### src/rtl/coh_line_pkg.sv
package coh_line_pkg;

   typedef enum logic [4:0] {
      ST_NONE      = 5'd0,
      ST_SHR       = 5'd1,
      ST_MOD       = 5'd2,
      ST_OWN       = 5'd3,
      ST_FILL_ONE  = 5'd4,
      ST_FILL_MANY = 5'd5,
      ST_FILL_X    = 5'd6,
      ST_BLK_SHR   = 5'd7,
      ST_BLK_OWN   = 5'd8,
      ST_RD_WAIT2  = 5'd9,
      ST_RD_WAITD  = 5'd10,
      ST_RD_WAITU  = 5'd11,
      ST_EVS_CLEAN = 5'd12,
      ST_EVS_DIRTY = 5'd13,
      ST_EVO_DIRTY = 5'd14,
      ST_EVO_CLEAN = 5'd15,
      ST_WB_MEM    = 5'd16
   } cl_state_e;

   localparam logic [3:0] EV_RD      = 4'd0;
   localparam logic [3:0] EV_IRD     = 4'd1;
   localparam logic [3:0] EV_XRD     = 4'd2;
   localparam logic [3:0] EV_UPG     = 4'd3;
   localparam logic [3:0] EV_WB      = 4'd4;
   localparam logic [3:0] EV_REPL    = 4'd5;
   localparam logic [3:0] EV_MDATA   = 4'd6;
   localparam logic [3:0] EV_MACK    = 4'd7;
   localparam logic [3:0] EV_LDATA   = 4'd8;
   localparam logic [3:0] EV_LACK    = 4'd9;
   localparam logic [3:0] EV_UNBLK   = 4'd10;
   localparam logic [3:0] EV_XUNBLK  = 4'd11;

   typedef struct packed {
      logic fetch;
      logic fwd;
      logic inv;
      logic inv_skip_src;
      logic data;
      logic data_excl;
      logic data_rdrs;
      logic data_own;
      logic upg_ack;
      logic wb_ack;
      logic mem_wb;
      logic tbe_alloc;
      logic tbe_free;
      logic recycle;
      logic ack_dec;
      logic sh_add;
      logic sh_clear;
      logic own_set;
      logic rd_add;
      logic rd_clear;
      logic illegal;
   } cl_act_t;

endpackage

### src/rtl/coh_line_sharers.sv
module coh_line_sharers #(
   parameter int N_L1 = 4,
   parameter int ID_W = 2
) (
   input  logic            clk,
   input  logic            rst_n,
   input  logic [ID_W-1:0] src,
   input  logic            sh_add,
   input  logic            sh_clear,
   input  logic            own_set,
   input  logic            rd_add,
   input  logic            rd_clear,
   output logic [N_L1-1:0] sharers,
   output logic [N_L1-1:0] readers,
   output logic [ID_W-1:0] owner,
   output logic            src_is_shr
);
   logic [N_L1-1:0] src_oh;
   logic [N_L1-1:0] sh_nx;
   logic [N_L1-1:0] rd_nx;

   always_comb begin
      src_oh = '0;
      src_oh[src] = 1'b1;
      sh_nx = (sh_clear ? '0 : sharers) | (sh_add ? src_oh : '0);
      rd_nx = (rd_clear ? '0 : readers) | (rd_add ? src_oh : '0);
   end

   assign src_is_shr = sharers[src];

   always_ff @(posedge clk or negedge rst_n) begin
      if (!rst_n) begin
         sharers <= '0;
         readers <= '0;
         owner   <= '0;
      end else begin
         sharers <= sh_nx;
         readers <= rd_nx;
         if (own_set) owner <= src;
      end
   end
endmodule

### src/rtl/coh_line_ackctr.sv
module coh_line_ackctr #(
   parameter int N_L1 = 4,
   parameter int CW   = 3
) (
   input  logic            clk,
   input  logic            rst_n,
   input  logic            load,
   input  logic [N_L1-1:0] sharers,
   input  logic            dec,
   output logic            last,
   output logic            none
);
   logic [CW-1:0] psum [N_L1+1];
   logic [CW-1:0] pend;

   assign psum[0] = '0;
   for (genvar i = 0; i < N_L1; i++) begin : g_pop
      assign psum[i+1] = psum[i] + CW'(sharers[i]);
   end

   always_ff @(posedge clk or negedge rst_n) begin
      if (!rst_n)    pend <= '0;
      else if (load) pend <= psum[N_L1];
      else if (dec)  pend <= pend - 1'b1;
   end

   assign last = (pend == CW'(1));
   assign none = (pend == '0);
endmodule

### src/rtl/coh_line_decode.sv
module coh_line_decode
   import coh_line_pkg::*;
(
   input  logic      valid,
   input  logic [3:0] ev,
   input  cl_state_e st,
   input  logic      src_shr,
   input  logic      dirty,
   input  logic      ack_last,
   input  logic      ack_none,
   output cl_state_e nxt,
   output cl_act_t   a
);
   logic is_rd, is_x, is_upg, is_req, is_repl;

   always_comb begin
      is_rd   = (ev == EV_RD) || (ev == EV_IRD);
      is_x    = (ev == EV_XRD) || ((ev == EV_UPG) && !src_shr);
      is_upg  = (ev == EV_UPG) && src_shr;
      is_req  = is_rd || is_x || is_upg;
      is_repl = (ev == EV_REPL);
   end

   always_comb begin
      nxt = st;
      a   = '0;
      if (!valid) begin
         a = '0;
      end else if (ev == EV_WB) begin
         if (src_shr && st == ST_OWN) begin
            nxt        = ST_MOD;
            a.wb_ack   = 1'b1;
            a.sh_clear = 1'b1;
         end else if (src_shr && st == ST_BLK_OWN) begin
            a.recycle = 1'b1;
         end
      end else begin
         unique case (st)
            ST_NONE: begin
               if (is_rd) begin
                  nxt         = (ev == EV_RD) ? ST_FILL_ONE : ST_FILL_MANY;
                  a.fetch     = 1'b1;
                  a.tbe_alloc = 1'b1;
                  a.sh_clear  = 1'b1;
                  a.sh_add    = 1'b1;
                  a.rd_clear  = 1'b1;
                  a.rd_add    = 1'b1;
               end else if (is_x) begin
                  nxt         = ST_FILL_X;
                  a.fetch     = 1'b1;
                  a.tbe_alloc = 1'b1;
                  a.sh_clear  = 1'b1;
                  a.own_set   = 1'b1;
                  a.rd_clear  = 1'b1;
               end else a.illegal = 1'b1;
            end
            ST_FILL_ONE, ST_FILL_MANY: begin
               if (is_rd) begin
                  nxt      = ST_FILL_MANY;
                  a.sh_add = 1'b1;
                  a.rd_add = 1'b1;
               end else if (is_x || is_upg || is_repl) begin
                  a.recycle = 1'b1;
               end else if (ev == EV_MDATA) begin
                  nxt         = (st == ST_FILL_ONE) ? ST_BLK_OWN : ST_SHR;
                  a.data_rdrs = 1'b1;
                  a.data_excl = (st == ST_FILL_ONE);
                  a.tbe_free  = 1'b1;
               end else a.illegal = 1'b1;
            end
            ST_FILL_X: begin
               if (is_req || is_repl) a.recycle = 1'b1;
               else if (ev == EV_MDATA) begin
                  nxt        = ST_BLK_OWN;
                  a.data_own = 1'b1;
                  a.tbe_free = 1'b1;
               end else a.illegal = 1'b1;
            end
            ST_SHR: begin
               if (is_rd) begin
                  a.data   = 1'b1;
                  a.sh_add = 1'b1;
               end else if (is_x) begin
                  nxt            = ST_BLK_SHR;
                  a.data         = 1'b1;
                  a.inv          = 1'b1;
                  a.inv_skip_src = 1'b1;
               end else if (is_upg) begin
                  nxt            = ST_BLK_SHR;
                  a.inv          = 1'b1;
                  a.inv_skip_src = 1'b1;
                  a.upg_ack      = 1'b1;
               end else if (is_repl) begin
                  nxt         = dirty ? ST_EVS_DIRTY : ST_EVS_CLEAN;
                  a.inv       = 1'b1;
                  a.tbe_alloc = 1'b1;
                  a.sh_clear  = 1'b1;
               end else a.illegal = 1'b1;
            end
            ST_MOD: begin
               if (ev == EV_RD) begin
                  nxt         = ST_BLK_OWN;
                  a.data      = 1'b1;
                  a.data_excl = 1'b1;
               end else if (ev == EV_IRD) begin
                  nxt      = ST_SHR;
                  a.data   = 1'b1;
                  a.sh_add = 1'b1;
               end else if (is_x) begin
                  nxt    = ST_BLK_OWN;
                  a.data = 1'b1;
               end else if (is_repl) begin
                  nxt         = ST_WB_MEM;
                  a.mem_wb    = 1'b1;
                  a.tbe_alloc = 1'b1;
               end else a.illegal = 1'b1;
            end
            ST_OWN: begin
               if (is_rd) begin
                  nxt   = ST_RD_WAIT2;
                  a.fwd = 1'b1;
               end else if (is_x) begin
                  nxt   = ST_BLK_OWN;
                  a.fwd = 1'b1;
               end else if (is_repl) begin
                  nxt         = dirty ? ST_EVO_DIRTY : ST_EVO_CLEAN;
                  a.inv       = 1'b1;
                  a.tbe_alloc = 1'b1;
                  a.sh_clear  = 1'b1;
               end else a.illegal = 1'b1;
            end
            ST_BLK_SHR, ST_BLK_OWN: begin
               if (is_req || is_repl) a.recycle = 1'b1;
               else if (ev == EV_XUNBLK) begin
                  nxt        = ST_OWN;
                  a.sh_clear = 1'b1;
                  a.sh_add   = 1'b1;
                  a.own_set  = 1'b1;
               end else a.illegal = 1'b1;
            end
            ST_RD_WAIT2: begin
               if (is_req || is_repl) a.recycle = 1'b1;
               else if (ev == EV_UNBLK) begin
                  nxt      = ST_RD_WAITD;
                  a.sh_add = 1'b1;
               end else if (ev == EV_LDATA) nxt = ST_RD_WAITU;
               else a.illegal = 1'b1;
            end
            ST_RD_WAITD: begin
               if (is_req || is_repl) a.recycle = 1'b1;
               else if (ev == EV_LDATA) nxt = ST_SHR;
               else a.illegal = 1'b1;
            end
            ST_RD_WAITU: begin
               if (is_req || is_repl) a.recycle = 1'b1;
               else if (ev == EV_UNBLK) begin
                  nxt      = ST_SHR;
                  a.sh_add = 1'b1;
               end else a.illegal = 1'b1;
            end
            ST_EVS_CLEAN, ST_EVS_DIRTY, ST_EVO_DIRTY, ST_EVO_CLEAN: begin
               if (is_req) a.recycle = 1'b1;
               else if (ev == EV_LACK && !ack_none) begin
                  a.ack_dec = 1'b1;
                  if (ack_last) begin
                     if (st == ST_EVS_CLEAN || st == ST_EVO_CLEAN) begin
                        nxt        = ST_NONE;
                        a.tbe_free = 1'b1;
                     end else begin
                        nxt      = ST_WB_MEM;
                        a.mem_wb = 1'b1;
                     end
                  end
               end else if (ev == EV_LDATA &&
                            (st == ST_EVO_DIRTY || st == ST_EVO_CLEAN)) begin
                  if (dirty) begin
                     nxt      = ST_WB_MEM;
                     a.mem_wb = 1'b1;
                  end else begin
                     nxt        = ST_NONE;
                     a.tbe_free = 1'b1;
                  end
               end else a.illegal = 1'b1;
            end
            ST_WB_MEM: begin
               if (is_req) a.recycle = 1'b1;
               else if (ev == EV_MACK) begin
                  nxt        = ST_NONE;
                  a.tbe_free = 1'b1;
               end else a.illegal = 1'b1;
            end
            default: a.illegal = 1'b1;
         endcase
      end
   end
endmodule

### src/rtl/coh_line_fsm.sv
module coh_line_fsm
   import coh_line_pkg::*;
#(
   parameter int N_L1 = 4,
   localparam int ID_W = (N_L1 > 1) ? $clog2(N_L1) : 1,
   localparam int CW   = $clog2(N_L1 + 1)
) (
   input  logic            clk,
   input  logic            rst_n,
   input  logic            evt_valid,
   input  logic [3:0]      evt_code,
   input  logic [ID_W-1:0] evt_src,
   input  logic            evt_dirty,
   output logic            o_fetch,
   output logic            o_fwd,
   output logic            o_inv,
   output logic            o_data,
   output logic            o_data_excl,
   output logic            o_upg_ack,
   output logic            o_wb_ack,
   output logic            o_mem_wb,
   output logic            o_tbe_alloc,
   output logic            o_tbe_free,
   output logic            o_recycle,
   output logic [N_L1-1:0] o_rsp_dst,
   output logic [N_L1-1:0] o_req_dst,
   output logic [4:0]      o_state,
   output logic [N_L1-1:0] o_sharers,
   output logic [ID_W-1:0] o_owner,
   output logic            o_err
);
   if (N_L1 < 2 || N_L1 > 64) begin : g_bad_n
      $error("coh_line_fsm: N_L1 must lie in 2..64");
   end

   cl_state_e       st, nxt;
   cl_act_t         a;
   logic            err_q;
   logic [N_L1-1:0] sharers, readers, src_oh, own_oh;
   logic [ID_W-1:0] owner;
   logic            src_shr, ack_last, ack_none;

   coh_line_decode u_dec (
      .valid(evt_valid), .ev(evt_code), .st(st), .src_shr(src_shr),
      .dirty(evt_dirty), .ack_last(ack_last), .ack_none(ack_none),
      .nxt(nxt), .a(a)
   );

   coh_line_sharers #(.N_L1(N_L1), .ID_W(ID_W)) u_shr (
      .clk(clk), .rst_n(rst_n), .src(evt_src),
      .sh_add(a.sh_add), .sh_clear(a.sh_clear), .own_set(a.own_set),
      .rd_add(a.rd_add), .rd_clear(a.rd_clear),
      .sharers(sharers), .readers(readers), .owner(owner),
      .src_is_shr(src_shr)
   );

   coh_line_ackctr #(.N_L1(N_L1), .CW(CW)) u_ack (
      .clk(clk), .rst_n(rst_n), .load(a.tbe_alloc), .sharers(sharers),
      .dec(a.ack_dec), .last(ack_last), .none(ack_none)
   );

   always_ff @(posedge clk or negedge rst_n) begin
      if (!rst_n) begin
         st    <= ST_NONE;
         err_q <= 1'b0;
      end else begin
         st    <= nxt;
         err_q <= err_q | a.illegal;
      end
   end

   always_comb begin
      src_oh = '0;
      src_oh[evt_src] = 1'b1;
      own_oh = '0;
      own_oh[owner] = 1'b1;
      if (a.data_rdrs)                              o_rsp_dst = readers;
      else if (a.data_own)                          o_rsp_dst = own_oh;
      else if (a.data || a.upg_ack || a.wb_ack)     o_rsp_dst = src_oh;
      else                                          o_rsp_dst = '0;
      if (a.fwd)      o_req_dst = own_oh;
      else if (a.inv) o_req_dst = sharers & ~(a.inv_skip_src ? src_oh : '0);
      else            o_req_dst = '0;
   end

   assign o_fetch     = a.fetch;
   assign o_fwd       = a.fwd;
   assign o_inv       = a.inv;
   assign o_data      = a.data | a.data_rdrs | a.data_own;
   assign o_data_excl = a.data_excl;
   assign o_upg_ack   = a.upg_ack;
   assign o_wb_ack    = a.wb_ack;
   assign o_mem_wb    = a.mem_wb;
   assign o_tbe_alloc = a.tbe_alloc;
   assign o_tbe_free  = a.tbe_free;
   assign o_recycle   = a.recycle;
   assign o_state     = st;
   assign o_sharers   = sharers;
   assign o_owner     = owner;
   assign o_err       = err_q;
endmodule

### config.mk
export PLATFORM = sky130hd
export DESIGN_NAME = coh_line_fsm
export DESIGN_NICKNAME = d
export VERILOG_FILES = /design/src/rtl/coh_line_pkg.sv /design/src/rtl/coh_line_sharers.sv /design/src/rtl/coh_line_ackctr.sv /design/src/rtl/coh_line_decode.sv /design/src/rtl/coh_line_fsm.sv
export SDC_FILE = /design/constraint.sdc
export NUM_CORES = 1
export LEC_CHECK = 0
export ABC_AREA = 1
export BUFFER_PORTS_ARGS = -buffer_cell sky130_fd_sc_hd__buf_2
export CAP_MARGIN = 5
export CORE_UTILIZATION = 57
export DETAILED_ROUTE_END_ITERATION = 7
export PLACE_DENSITY = 0.92
export SLEW_MARGIN = 0
export SYNTH_ARGS = -nofsm -noshare
export SYNTH_HDL_FRONTEND = slang
export SYNTH_SLANG_ARGS = --single-unit
### constraint.sdc
create_clock -name clk -period 2.5 [get_ports clk]
set_clock_uncertainty 0.1 [all_clocks]
set_input_delay 0.125 -clock clk [delete_from_list [all_inputs] [get_ports clk]]
set_output_delay 0.125 -clock clk [all_outputs]
set_load 0.05 [all_outputs]
# Yosys cells after proc, flatten, opt, wreduce, memory -nomap -nowiden
# Cells that the tools add are included.
[word_totals] inputBits=10 output_inout_bits=31 reg_bits=19 word_cells=281
[op_classes] order_cmp=4 n_mux=174 bitwise=7 add_sub_neg=4 eq_ne=51 reduce_logical=35
[op_table] op="2-to-1 mux 5 bit" count=37
[op_table] op="2-to-1 mux 1 bit" count=91
[op_table] op="case mux 5 bit (12 select lines)" count=1
[op_table] op="2-to-1 mux 4 bit" count=12
[op_table] op="equality test 5 x 4 -> 1 bit (second input constant)" count=8
[op_table] op="AND reduction 25 bit" count=1
[op_table] op="2-to-1 mux 2 bit" count=12
[op_table] op="2-to-1 mux 21 bit" count=1
[op_table] op="equality test 5 x 3 -> 1 bit (second input constant)" count=4
[op_table] op="equality test 4 x 3 -> 1 bit (second input constant)" count=4
[op_table] op="equality test 4 bit (second input constant)" count=4
[op_table] op="inequality test 4 x 1 -> 1 bit (second input constant)" count=4
[op_table] op="case mux 1 bit (4 select lines)" count=4
[op_table] op="2-to-1 mux 3 bit" count=5
[op_table] op="inequality test 3 x 1 -> 1 bit (second input constant)" count=5
[op_table] op="inequality test 3 x 2 -> 1 bit (second input constant)" count=5
[op_table] op="nonzero test 13 bit" count=1
[op_table] op="case mux 1 bit (12 select lines)" count=1
[op_table] op="logical OR 1 bit" count=11
[op_table] op="equality test 5 x 2 -> 1 bit (second input constant)" count=2
[op_table] op="inequality test 5 x 1 -> 1 bit (second input constant)" count=2
[op_table] op="case mux 1 bit (2 select lines)" count=5
[op_table] op="2-to-1 mux 9 bit" count=1
[op_table] op="inequality test 3 bit (second input constant)" count=3
[op_table] op="other kinds (32)" count=51

# Depth between registers and ports, before layout
[logic_depth] depth_word=17 depth_mapped=14 mapped_depth_nobuf=13

# Cells and area by module
# From an unflattened synthesis, not the netlist that was laid out.
[unflattened] hier_cells=448 hier_area_um2=2481.1
[by_module_without_submodules] mod="coh_line_decode" seq_area_each_um2=0.0 cells_each=292 area_each_um2=1352.5 instances=1
[by_module_without_submodules] mod="coh_line_fsm" seq_area_each_um2=150.1 cells_each=65 area_each_um2=417.9 instances=1
[by_module_without_submodules] mod="coh_line_sharers" seq_area_each_um2=250.2 cells_each=47 area_each_um2=411.6 instances=1
[by_module_without_submodules] mod="coh_line_ackctr" seq_area_each_um2=75.1 cells_each=44 area_each_um2=299.0 instances=1

# Worst setup path before layout
# Ideal clock, no wire load.
[synth_path] path_kind="register -> output" start="reg st[1] (netlist: o_state[1])" end="out o_req_dst[1]" path_stages_with_launch=9 setup_slack_ns=-0.320 path_buffers=1 required_time_ns=2.275 t_arrival_ns=2.595 path_cell_list="dfrtp_1 buf_4 inv_1 nand2_2 nor2_8 nand2_1 a21oi_2 o2111ai_1 o21ai_0"
[synth_between] elab_cells_between_ends=12 classes_between="2 x eq/ne; 8 x mux; 2 x bitwise"
[synth_rtl] item="start, declared" line_no="coh_line_fsm.sv:36" text="cl_state_e st, nxt;"
[synth_rtl] item="start signal, assigned" line_no="coh_line_fsm.sv:67" text="st <= nxt;"
[synth_rtl] item="equality test 5 x 2 -> 1 bit / equality test 5 x 1 -> 1 bit (equally long branches)" line_no="coh_line_decode.sv:38" text="unique case (st)"
[synth_rtl] item="case mux 1 bit (2 select lines) *" line_no="coh_line_decode.sv:38"
[synth_rtl] item="2-to-1 mux 9 bit *" line_no="coh_line_decode.sv:29" text="end else if (ev == EV_WB) begin"
[synth_rtl] item="2-to-1 mux 21 bit *" line_no="coh_line_decode.sv:27" text="if (!valid) begin"
[synth_rtl] item="net o_inv" line_no="coh_line_fsm.sv:16" text="output logic o_inv,"
[synth_rtl] item="2-to-1 mux 4 bit *" line_no="coh_line_fsm.sv:82" text="else if (a.inv) o_req_dst = sharers & ~(a.inv_skip_src ? src_oh : '0);"
[synth_rtl] item="2-to-1 mux 4 bit *" line_no="coh_line_fsm.sv:81" text="if (a.fwd) o_req_dst = own_oh;"
[synth_rtl] item="end, declared" line_no="coh_line_fsm.sv:26" text="output logic [N_L1-1:0] o_req_dst,"
# Mark *: on every way through the listed nets, which the timed path passes. The rest lies on a longest branch.

# Final worst setup path
[layout_path] start="reg st[3] (netlist: o_state[3])" end="out o_rsp_dst[0]"
[layout_between] elab_chain_cells=9 elab_cells_between_ends=21 classes_between="6 x eq/ne; 11 x mux; 4 x reduce/logical"
[layout_rtl] item="equality test 5 x 2 -> 1 bit, or another cell as far along" line_no="coh_line_decode.sv:38"
[layout_rtl] item="case mux 1 bit (2 select lines), or another cell as far along" line_no="coh_line_decode.sv:38"
[layout_rtl] item="2-to-1 mux 9 bit / 2-to-1 mux 1 bit (equally long branches)" line_no="coh_line_decode.sv:29, coh_line_decode.sv:30"
[layout_rtl] item="2-to-1 mux 21 bit *" line_no="coh_line_decode.sv:27"
[layout_rtl] item="logical OR 1 bit / 2-to-1 mux 21 bit (equally long branches)" line_no="coh_line_fsm.sv:79, coh_line_decode.sv:27"
[layout_rtl] item="logical OR 1 bit" line_no="coh_line_fsm.sv:79" text="else if (a.data || a.upg_ack || a.wb_ack) o_rsp_dst = src_oh;"
[layout_rtl] item="2-to-1 mux 4 bit" line_no="coh_line_fsm.sv:79"
[layout_rtl] item="2-to-1 mux 4 bit" line_no="coh_line_fsm.sv:78" text="else if (a.data_own) o_rsp_dst = own_oh;"
[layout_rtl] item="2-to-1 mux 4 bit *" line_no="coh_line_fsm.sv:77" text="if (a.data_rdrs) o_rsp_dst = readers;"
[layout_rtl] item="end, declared" line_no="coh_line_fsm.sv:25" text="output logic [N_L1-1:0] o_rsp_dst,"
# Every way passes the cells marked *; elsewhere a longest branch is shown, timed or not.

==> summary.md <==
| Metric | Value |
|---|---|
| Syn nets | `399` |
| Final wirelength | `slightly below 8000 µm` |
| Die area | `between 4000 and 5000 µm²` |
| Register area share after synthesis | `0.2091` |
| Power Dens Cells | `1011 nW/µm²` |
| Area of the mapped netlist | `2273 µm²` |
| Remaining DRCs | `0` |
| Max IR drop VDD | `slightly below 0.0009 V` |
| Relative slew slack | `0.6629` |
| Min Tclk post-route | `between 2 and 2.5 ns` |
| Reg2reg start | `o_state[2]` |
| Cells on worst reg2reg path | `11` |
| CP Max Fanout | `8` |
| # setup viols final | `0` |
| Core ar. | `3744 µm²` |
| HP Class | `primary input to register` |
| Worst-path clk slew | `roughly 0.090 ns` |
| Fin. Hold Viols | `0` |
| Mapped Avg Cell Area | `between 5 and 6 µm²` |
| GR Overflow Total | `0` |
| GPL Wtd Cong | `1.043` |
| Clock Sinks | `19` |
| Flops & latches, synth | `19` |
| Layout Cell Area excl Fill | `2699 µm²` |
| Post-Syn Instances | `383` |
| First DRT Iteration DRCs | `205` |
| Initial Util | `0.6073` |
| Drt pass-1 iters | `5` |
| Die height | `65.16 µm` |
| CP Data Required Time | `2.28 ns` |
| Outcome | `completed` |
| Reg-to-reg slack, setup | `0.38 ns` |
| Layout Cells excl Fill | `roughly 480` |
| Row count | `22` |
| Pins over their slew limit | `0` |
| Setup crit end kind | `output pin` |
| Area Growth Syn to Fin | `18.71%` |
| Critical path arrival | `between 2 and 2.5 ns` |
| Ports | `41` |
| Layout net count | `roughly 450` |
| Via Count | `between 2k and 3k` |
| Final ANT Viol Nets | `0` |
| Die Span X | `~65 µm` |
| Initial antenna violation count | `0` |
| Tcrit/Tclk final | `0.9667` |
| First-pass GRT wire length | `roughly 12000 µm` |
| Synth warn | `0` |
| Crit path capture | `o_rsp_dst[0]` |
| Critical path type | `register to output pin` |
| H-tree depth | `1` |
| R2R Path End | `u_shr.owner[1]` |
| Netlist cell types | `34` |
| P_leak | `~1.5 nW` |
| Max clock buf depth | `2` |
| Share of cells above drive strength 1 | `0.2327` |
| Final Total Pwr | `~2.7 mW` |
| Clk_lat worst skew | `roughly 0.27 ns` |
| Via/cell ratio | `5.944` |
| Vias in the first global route | `roughly 2.7k` |
| Max cap viols | `0` |
| Largest net degree at the start of global routing | `20` |
| IO Port Bufs | `40` |
| Worst-margin pin slew | `~0.51 ns` |
| Avg WL per Cell | `approximately 16 µm` |
| Num CTS Buffers | `3` |
| Startpoint Class | `register` |
| Placed Cells | `475` |
| Setup crit start | `o_state[3]` |
| Placed cell area | `around 2600 µm²` |
| Setup tns final | `0 ns` |
| Fmax | `413.8 MHz` |
| Root buffer cell | `clkbuf_8` |
| Antenna Cells | `0` |
| Post-DP HPWL | `approximately 6200 µm` |
| TritonCTS clock tree | `done` |
| Tot GR Track Use | `0.3850` |
critical path: stages, from the launching register on:
cell      delay, ns
dfrtp_2        0.48
nor2_4         0.18
nand2_4        0.12
nor2_8         0.15
inv_2          0.07
nor2_4         0.12
nand2_4        0.09
nor2_4         0.11
nor2_1         0.05
nand2_2        0.10
nand2_1        0.06
o211ai_1       0.11
clkbuf_4       0.27
repair_timing:
item / CTS / global route
gates resized for setup: 0 / 13
setup endpoints to repair: 0 / 8
endpoints found under the hold margin: 19 / 0
setup buffers: 0 / 2
hold buffers: 1 / 0
cell families (layout without fill, tap and decap cells):
kind of cell / Yosys count / in the layout / synth area share
xor+xnor: 1 / 1 / 0.003853
buf+inv: 54 / 105 / 0.09081
simple gates: 252 / 252 / 0.5250
flops: 19 / 19 / 0.2091
compound gates: 51 / 51 / 0.1348
fa+ha+maj: 6 / 6 / 0.03632
flip-flops by register name, summed over array words and instances (netlist names):
register	count
o_state	5
u_shr.readers	4
u_shr.sharers	4
u_ack.pend	3
u_shr.owner	2
o_err	1
Yosys cell counts, drive strengths merged:
library cell  number  area (µm²)
a221oi             1       8.760
a211oi             1       7.510
nand4              8       56.30
clkbuf             1       3.750
dfrtp             19       475.5
o22ai              1       6.260
or2                1       6.260
a21oi             15       82.58
ha                 5       62.56
nor2              57       305.3
fa                 1       20.02
nand3             50       265.3
nor3b              1       7.510
nand2            128       513.0
o2111ai            4       35.03
nand3b             2       15.01
buf                1       7.510
o31ai              2       15.01
o211ai             5       37.54
nor3               5       25.02
inv               52       195.2
o21ai             22       113.9
xor2               1       8.760
where the power goes:
part / internal, mW / total (mW) / switching (mW)
logic: 0.545 / 1.89 / 1.35
registers: 0.440 / 0.589 / 0.149
clock network: 0.112 / 0.246 / 0.134
layout by cell type (no fill, tap or decap), drive strengths merged, types with 2 or more instances in the layout:
cell type  netlist  layout
a21oi           15      15
buf              1      45
clkbuf           1       6
dfrtp           19      19
ha               5       5
inv             52      52
nand2          128     128
nand3           50      50
nand3b           2       2
nand4            8       8
nor2            57      57
nor3             5       5
o2111ai          4       4
o211ai           5       5
o21ai           22      22
o31ai            2       2
cell type report:
class                           instances  area [µm²]
Multi-Input combinational cell        310        1628
Fill cell                             351        1045
Sequential cell                        19       481.7
Timing Repair Buffer                   49       285.3
Inverter                               52       197.7
Tap cell                               48       60.06
Clock buffer                            3       41.29
Clock inverter                          1       5.005
stage by stage:
step,setup WS (ns),hold slack (ns),utilization
detailed placement,0.3514,0.01319,0.6949
floorplan,0.01598,-0.2706,-
CTS,0.05055,0.1126,0.7099
global placement,0.4082,0.001733,0.6949
finish,0.08326,0.1163,0.7209
global route,-0.002238,0.1299,0.7209
layer usage:
metal | global-route usage | up-vias | routed length, µm
met2 | 0.6615 | 157 | 3709
li1 | - | 1358 | -
met1 | 0.4541 | 1307 | 3115
met3 | 0.04861 | 43 | 503
met5 | 0 | - | 0
met4 | 0.2364 | 0 | 444
worst min-delay path by stage:
stage	from	endpoint	slack, ns	cells after the start
finish	evt_src[0]	u_shr.owner[0]	0.12	3
detailed placement	rst_n	o_err	0.01	1
global placement	rst_n	o_state[2]	0.002	1
floorplan	rst_n	o_err	-0.27	0
CTS	evt_src[0]	u_shr.owner[0]	0.11	3
global route	evt_src[1]	u_shr.owner[1]	0.13	3
Power figures use the tool's default switching activity.
